[src/rtl/uart_rx_irq_pkg.sv]
package uart_rx_irq_pkg;

   typedef enum logic [2:0] {
      IRQ_ID_NONE  = 3'b001,
      IRQ_ID_AVAIL = 3'b100,
      IRQ_ID_TMO   = 3'b110
   } irq_id_t;

   typedef enum logic [1:0] {
      TRIG_1  = 2'b00,
      TRIG_4  = 2'b01,
      TRIG_8  = 2'b10,
      TRIG_14 = 2'b11
   } trig_sel_t;

   localparam int unsigned TRIG_MAX = 14;

   function automatic int unsigned trig_level(input logic [1:0] sel);
      case (sel)
         TRIG_1:  return 1;
         TRIG_4:  return 4;
         TRIG_8:  return 8;
         default: return TRIG_MAX;
      endcase
   endfunction

endpackage

[src/rtl/uart_rx_trig_decode.sv]
module uart_rx_trig_decode
   import uart_rx_irq_pkg::*;
#(
   parameter int unsigned CNT_W = 5
) (
   input  logic [1:0]       trig_sel,
   input  logic [CNT_W-1:0] fifo_count,
   output logic [CNT_W-1:0] level,
   output logic             avail
);

   initial begin
      if (CNT_W < $clog2(TRIG_MAX + 1))
         $error("CNT_W too narrow for the largest trigger level");
   end

   always_comb begin
      level = CNT_W'(trig_level(trig_sel));
      avail = (fifo_count >= level);
   end

endmodule

[src/rtl/uart_rx_char_timer.sv]
module uart_rx_char_timer #(
   parameter int unsigned FRAME_W    = 4,
   parameter int unsigned TMO_FRAMES = 4
) (
   input  logic               clk,
   input  logic               rst_n,
   input  logic               restart,
   input  logic               bit_tick,
   input  logic [FRAME_W-1:0] frame_bits,
   output logic               expired
);

   localparam int unsigned FC_W = $clog2(TMO_FRAMES + 1);
   localparam logic [FC_W-1:0] FC_LIMIT = FC_W'(TMO_FRAMES);

   initial begin
      if (FRAME_W < 1)    $error("FRAME_W must be at least 1");
      if (TMO_FRAMES < 1) $error("TMO_FRAMES must be at least 1");
   end

   logic [FRAME_W-1:0] bit_cnt;
   logic [FC_W-1:0]    frame_cnt;
   logic               frame_end;
   logic               at_limit;

   always_comb begin
      at_limit  = (frame_cnt == FC_LIMIT);
      frame_end = ({1'b0, bit_cnt} + 1'b1) >= {1'b0, frame_bits};
   end

   always_ff @(posedge clk or negedge rst_n) begin
      if (!rst_n) begin
         bit_cnt   <= '0;
         frame_cnt <= '0;
      end else if (restart) begin
         bit_cnt   <= '0;
         frame_cnt <= '0;
      end else if (bit_tick && !at_limit) begin
         if (frame_end) begin
            bit_cnt   <= '0;
            frame_cnt <= frame_cnt + 1'b1;
         end else begin
            bit_cnt <= bit_cnt + 1'b1;
         end
      end
   end

   assign expired = at_limit;

   a_r9_no_wrap: assert property (@(posedge clk) disable iff (!rst_n)
      frame_cnt <= FC_LIMIT);

   a_r5_restart_clears: assert property (@(posedge clk) disable iff (!rst_n)
      restart |=> (frame_cnt == '0 && bit_cnt == '0));

   a_r10_idle_holds: assert property (@(posedge clk) disable iff (!rst_n)
      (!restart && !bit_tick) |=> $stable(frame_cnt));

   a_r9_expired_sticks: assert property (@(posedge clk) disable iff (!rst_n)
      (expired && !restart) |=> expired);

endmodule

[src/rtl/uart_rx_irq_prio.sv]
module uart_rx_irq_prio
   import uart_rx_irq_pkg::*;
#(
   parameter bit OUT_REG = 1'b0
) (
   input  logic       clk,
   input  logic       rst_n,
   input  logic       avail,
   input  logic       tmo,
   input  logic       en_avail,
   input  logic       en_tmo,
   output logic       irq,
   output logic [2:0] irq_id
);

   logic    avail_q;
   logic    tmo_q;
   irq_id_t id_next;

   always_comb begin
      avail_q = avail && en_avail;
      tmo_q   = tmo && en_tmo;
      if (avail_q)    id_next = IRQ_ID_AVAIL;
      else if (tmo_q) id_next = IRQ_ID_TMO;
      else            id_next = IRQ_ID_NONE;
   end

   generate
      if (OUT_REG) begin : g_reg
         logic [2:0] id_r;
         logic       irq_r;
         always_ff @(posedge clk or negedge rst_n) begin
            if (!rst_n) begin
               id_r  <= IRQ_ID_NONE;
               irq_r <= 1'b0;
            end else begin
               id_r  <= id_next;
               irq_r <= avail_q || tmo_q;
            end
         end
         assign irq_id = id_r;
         assign irq    = irq_r;
      end else begin : g_comb
         assign irq_id = id_next;
         assign irq    = avail_q || tmo_q;
      end
   endgenerate

   a_r7_known_code: assert property (@(posedge clk) disable iff (!rst_n)
      irq_id == IRQ_ID_NONE || irq_id == IRQ_ID_AVAIL || irq_id == IRQ_ID_TMO);

endmodule

[src/rtl/uart_rx_irq_ctrl.sv]
module uart_rx_irq_ctrl
   import uart_rx_irq_pkg::*;
#(
   parameter int unsigned CNT_W      = 5,
   parameter int unsigned FRAME_W    = 4,
   parameter int unsigned TMO_FRAMES = 4,
   parameter bit          OUT_REG    = 1'b0
) (
   input  logic               clk,
   input  logic               rst_n,
   input  logic               rx_push,
   input  logic               rx_pop,
   input  logic [CNT_W-1:0]   fifo_count,
   input  logic               bit_tick,
   input  logic [1:0]         trig_sel,
   input  logic [FRAME_W-1:0] frame_bits,
   input  logic               en_avail,
   input  logic               en_tmo,
   output logic               irq,
   output logic [2:0]         irq_id
);

   logic [CNT_W-1:0] level;
   logic             avail;
   logic             fifo_empty;
   logic             restart;
   logic             expired;
   logic             tmo;

   assign fifo_empty = (fifo_count == '0);
   assign restart    = rx_push || rx_pop || fifo_empty;
   assign tmo        = expired && !fifo_empty;

   uart_rx_trig_decode #(.CNT_W(CNT_W)) i_decode (
      .trig_sel   (trig_sel),
      .fifo_count (fifo_count),
      .level      (level),
      .avail      (avail)
   );

   uart_rx_char_timer #(.FRAME_W(FRAME_W), .TMO_FRAMES(TMO_FRAMES)) i_timer (
      .clk        (clk),
      .rst_n      (rst_n),
      .restart    (restart),
      .bit_tick   (bit_tick),
      .frame_bits (frame_bits),
      .expired    (expired)
   );

   uart_rx_irq_prio #(.OUT_REG(OUT_REG)) i_prio (
      .clk      (clk),
      .rst_n    (rst_n),
      .avail    (avail),
      .tmo      (tmo),
      .en_avail (en_avail),
      .en_tmo   (en_tmo),
      .irq      (irq),
      .irq_id   (irq_id)
   );

   generate
      if (!OUT_REG) begin : g_chk
         a_r6_empty_quiet: assert property (@(posedge clk) disable iff (!rst_n)
            fifo_empty |-> (irq_id == IRQ_ID_NONE && !irq));

         a_r8_irq_matches_id: assert property (@(posedge clk) disable iff (!rst_n)
            irq == (irq_id != IRQ_ID_NONE));

         a_r7_avail_wins: assert property (@(posedge clk) disable iff (!rst_n)
            (en_avail && avail) |-> irq_id == IRQ_ID_AVAIL);

         a_r5_activity_ends_tmo: assert property (@(posedge clk) disable iff (!rst_n)
            (rx_push || rx_pop) |=> irq_id != IRQ_ID_TMO);
      end
   endgenerate

endmodule

[config.mk]
export PLATFORM = sky130hd
export DESIGN_NAME = uart_rx_irq_ctrl
export DESIGN_NICKNAME = d
export VERILOG_FILES = /design/src/rtl/uart_rx_irq_pkg.sv /design/src/rtl/uart_rx_trig_decode.sv /design/src/rtl/uart_rx_char_timer.sv /design/src/rtl/uart_rx_irq_prio.sv /design/src/rtl/uart_rx_irq_ctrl.sv
export SDC_FILE = /design/constraint.sdc
export NUM_CORES = 1
export LEC_CHECK = 0
export CAP_MARGIN = 20
export CORE_MARGIN = 2
export CORE_UTILIZATION = 46
export DETAILED_ROUTE_END_ITERATION = 10
export GPL_TIMING_DRIVEN = 0
export MAX_ROUTING_LAYER = met4
export PLACE_DENSITY = 0.78
export SLEW_MARGIN = 20
export SYNTH_ARGS = -nofsm -noshare
export SYNTH_HDL_FRONTEND = slang
export SYNTH_HIERARCHICAL = 1
export SYNTH_SLANG_ARGS = --single-unit
export TNS_END_PERCENT = 30
[constraint.sdc]
create_clock -name clk -period 3.09 [get_ports clk]
set_input_delay 0.309 -clock clk [delete_from_list [all_inputs] [get_ports clk]]
set_output_delay 0.309 -clock clk [all_outputs]
set_load 0.02 [all_outputs]
==> results.md <==
Run status:
- The flow ran to the end, and the final reports show no timing, DRC or antenna violations.

Timing:
- The worst slew margin relative to its limit is 0.747.
- The number of pins exceeding their max-slew limit in the final report came to 0.
- The share of the clock period used by the worst path is 0.939.
- For the final routed database, the setup TNS stands at 0 ps.
- Setup violations remaining at the end of the flow were counted as 0.
- After layout, the minimum clock period comes to ~2900 ps.
- The slew at the pin closest to its max-slew limit is 378 ps.
- The number of hold violations in the final report is 0.
- Setup repair after global routing left no endpoint under its margin.
- The fmax is 0.345 GHz.
- The clock arrives with 0.760 ps of skew.

Clock network:
- CTS built an H-tree with a depth of 1.
- The TritonCTS buffer count is 3.
- For this design, the CTS-stage hold fixing added 0 buffers.
- The number of buffers on the longest clock path is 2.
- Counting every sink on the clock net gives 7.
- The count of instances resized after the clock tree is built is 0.
- The clock root buffer is sky130_fd_sc_hd__clkbuf_4.
- The clock reaches the later pin of the worst-skew pair after 240 ps.
- The post-CTS setup buffer count is 0.
- The CTS tree is yes.
- Clock-pin slew was measured on the worst setup and hold paths at approximately 50 ps.

Cells and area:
- The fraction of final layout cells sized beyond drive strength 1 is 0.126.
- The post-route core utilization is 0.664.
- The library cell used most frequently in the layout, excluding fill and tap cells, is sky130_fd_sc_hd__clkdlybuf4s50_1.
- In the layout the commonest cells are sky130_fd_sc_hd__clkdlybuf4s50_1 (21), sky130_fd_sc_hd__inv_1 (11), sky130_fd_sc_hd__ha_1 (11).
- The number of filler cells placed in the layout is between 100 and 150.
- The synthesis-to-layout area growth is 34.5%.
- The final net count is approximately 140.
- The register area is 175 µm².
- In the final layout, the multi-input gates occupy 509 µm².
- The number of antenna repair diodes is 0.

Setup path:
- Along the worst path, the maximum fanout reaches 3.
- The category of the critical setup timing path is primary input to primary output.
- The critical path's top delay family is buffers and inverters.
- For the worst setup path, the data arrival time is 2590 ps.
- The worst register-to-register path has a setup slack of 760 ps.
- STA classifies the critical path startpoint as a primary input.
- Together, buffers and inverters on the worst path number 3.
- STA puts the critical path data required time at 2780 ps.
- The worst setup path is captured at a primary output.
- The critical path goes through clkdlybuf4s50_1 > nor2_1 > ha_1 > nand2b_2 > a2111oi_2 > nor3_1 > nand2_1 > nand2_1 > buf_4 > clkdlybuf4s50_1.
- For this run, the slowest stage of the critical path takes between 500 and 600 ps.
- On the critical path, the stage with the largest delay is an instance of sky130_fd_sc_hd__clkdlybuf4s50_1.

Hold path:
- The class of the most critical hold timing path is primary input to async pin.

Place:
- The count of buffers added on input and output ports is 21.
- Summed over all nets, the half-perimeter wirelength after detailed placement is 1190 µm.
- The final RePlAce weighted congestion is 0.813.

Route:
- The number of violations reported at the end of detailed-routing iteration 0 is 6.
- The mean number of vias per cell is approximately 5.2.
- After detailed routing, the average wire length per cell comes to 11.1 µm.
- The routed wire length is 1410 µm.
- The number of detailed-route iterations in the first pass is 4.
- The detailed router placed 657 vias in this run.
- For this run, design rule violations remaining after detail routing come to 0.
- The number of nets still failing antenna checks after routing is 0.

Global routing:
- The total global-route track usage is 0.183.
- The sum of overflow across all layers after global routing is 0.
- Entering global routing, the biggest net connects 11 pins.
- The initial antenna violation count is 0.
- The first global-routing pass estimated 2510 µm of wire.
- The number of global-route vias before repair came to 652.

Logic synthesis:
- The post-synthesis instance total is 86.
- The post-synthesis net count is around 120.
- For this run, the number of Yosys warnings is 6.
- A synthesized cell averages 8.66 µm².
- The cell area after synthesis is around 740 µm².

Floorplanning:
- The top-level port count is 22.
- The area of the die is 0.00196 mm².
- The vertical extent of the die is 44.2 µm.
- For this configuration, the core starts out at a cell density of 0.494.
- The standard cell core area is 0.00151 mm².
- From left edge to right edge, the die measures 44.2 µm.
- After floorplanning, the core was divided into 14 placement rows.

Job:
- The number of max-cap violations is 0.

Power and ir drop:
- The highest ir drop seen on vdd is 273 µV.
- The analysis attributes to cell leakage a power of 0.000498 µW.
- For this design the ratio of total power to cell area is 300 mW/mm².
[worst paths after layout]
check,endpoint,startpoint,cells after the start
worst min-delay path,i_timer/bit_cnt[2]$_DFFE_PN0P_,rst_n,1
worst max-delay path,irq_id[2],trig_sel[1],10
min in group clk,i_timer/bit_cnt[1]$_DFFE_PN0P_,i_timer/bit_cnt[1]$_DFFE_PN0P_,2
worst max register to register,i_timer/bit_cnt[3]$_DFFE_PN0P_,i_timer/bit_cnt[0]$_DFFE_PN0P_,8
worst min register to register,i_timer/bit_cnt[1]$_DFFE_PN0P_,i_timer/bit_cnt[1]$_DFFE_PN0P_,2
max in group asynchronous,i_timer/bit_cnt[3]$_DFFE_PN0P_,rst_n,1
[per-layer routing]
layer	vias to the layer above	wire, µm	GRT usage
li1	355	-	-
met1	288	723	0.235
met2	12	612	0.271
met3	2	63	0.0286
met4	0	14	0.109
met5	-	0	-
[flip-flops by register name, indices dropped and copies added, names as in the netlist]
register,flops
i_timer/bit_cnt,4
i_timer/frame_cnt,3
[cell type report]
| class | instances | area share |
|---|---|---|
| timing repair buffer | 21 | 0.210 |
| tap | 16 | 0.0200 |
| buffer | 2 | 0.0188 |
| clock buffer | 4 | 0.0263 |
| multi-input combinational | 66 | 0.509 |
| sequential | 7 | 0.175 |
| inverter | 11 | 0.0413 |
[power breakdown]
part | internal (µW) | total [µW] | leakage, µW | switching (µW)
combinational | 64.5 | 118 | 0.000387 | 53.2
clock | 48.9 | 77.0 | 0.0000150 | 28.1
sequential | 98.9 | 105 | 0.0000956 | 6.56
[through the flow]
| stage | total power [µW] | setup slack [ps] | area [µm²] | cells | hold WS (ps) |
|---|---|---|---|---|---|
| after floorplan | 177 | 889 | 744 | 86 | 13.4 |
| after global placement | 222 | 202 | 975 | 123 | 517 |
| after detailed placement | 225 | 166 | 975 | 123 | 530 |
| after CTS | 306 | 154 | 1000 | 127 | 306 |
| after global routing | 327 | 23.3 | 1000 | 127 | 319 |
| final | 300 | 190 | 1000 | 127 | 310 |
(Power assumes the default switching activity.)
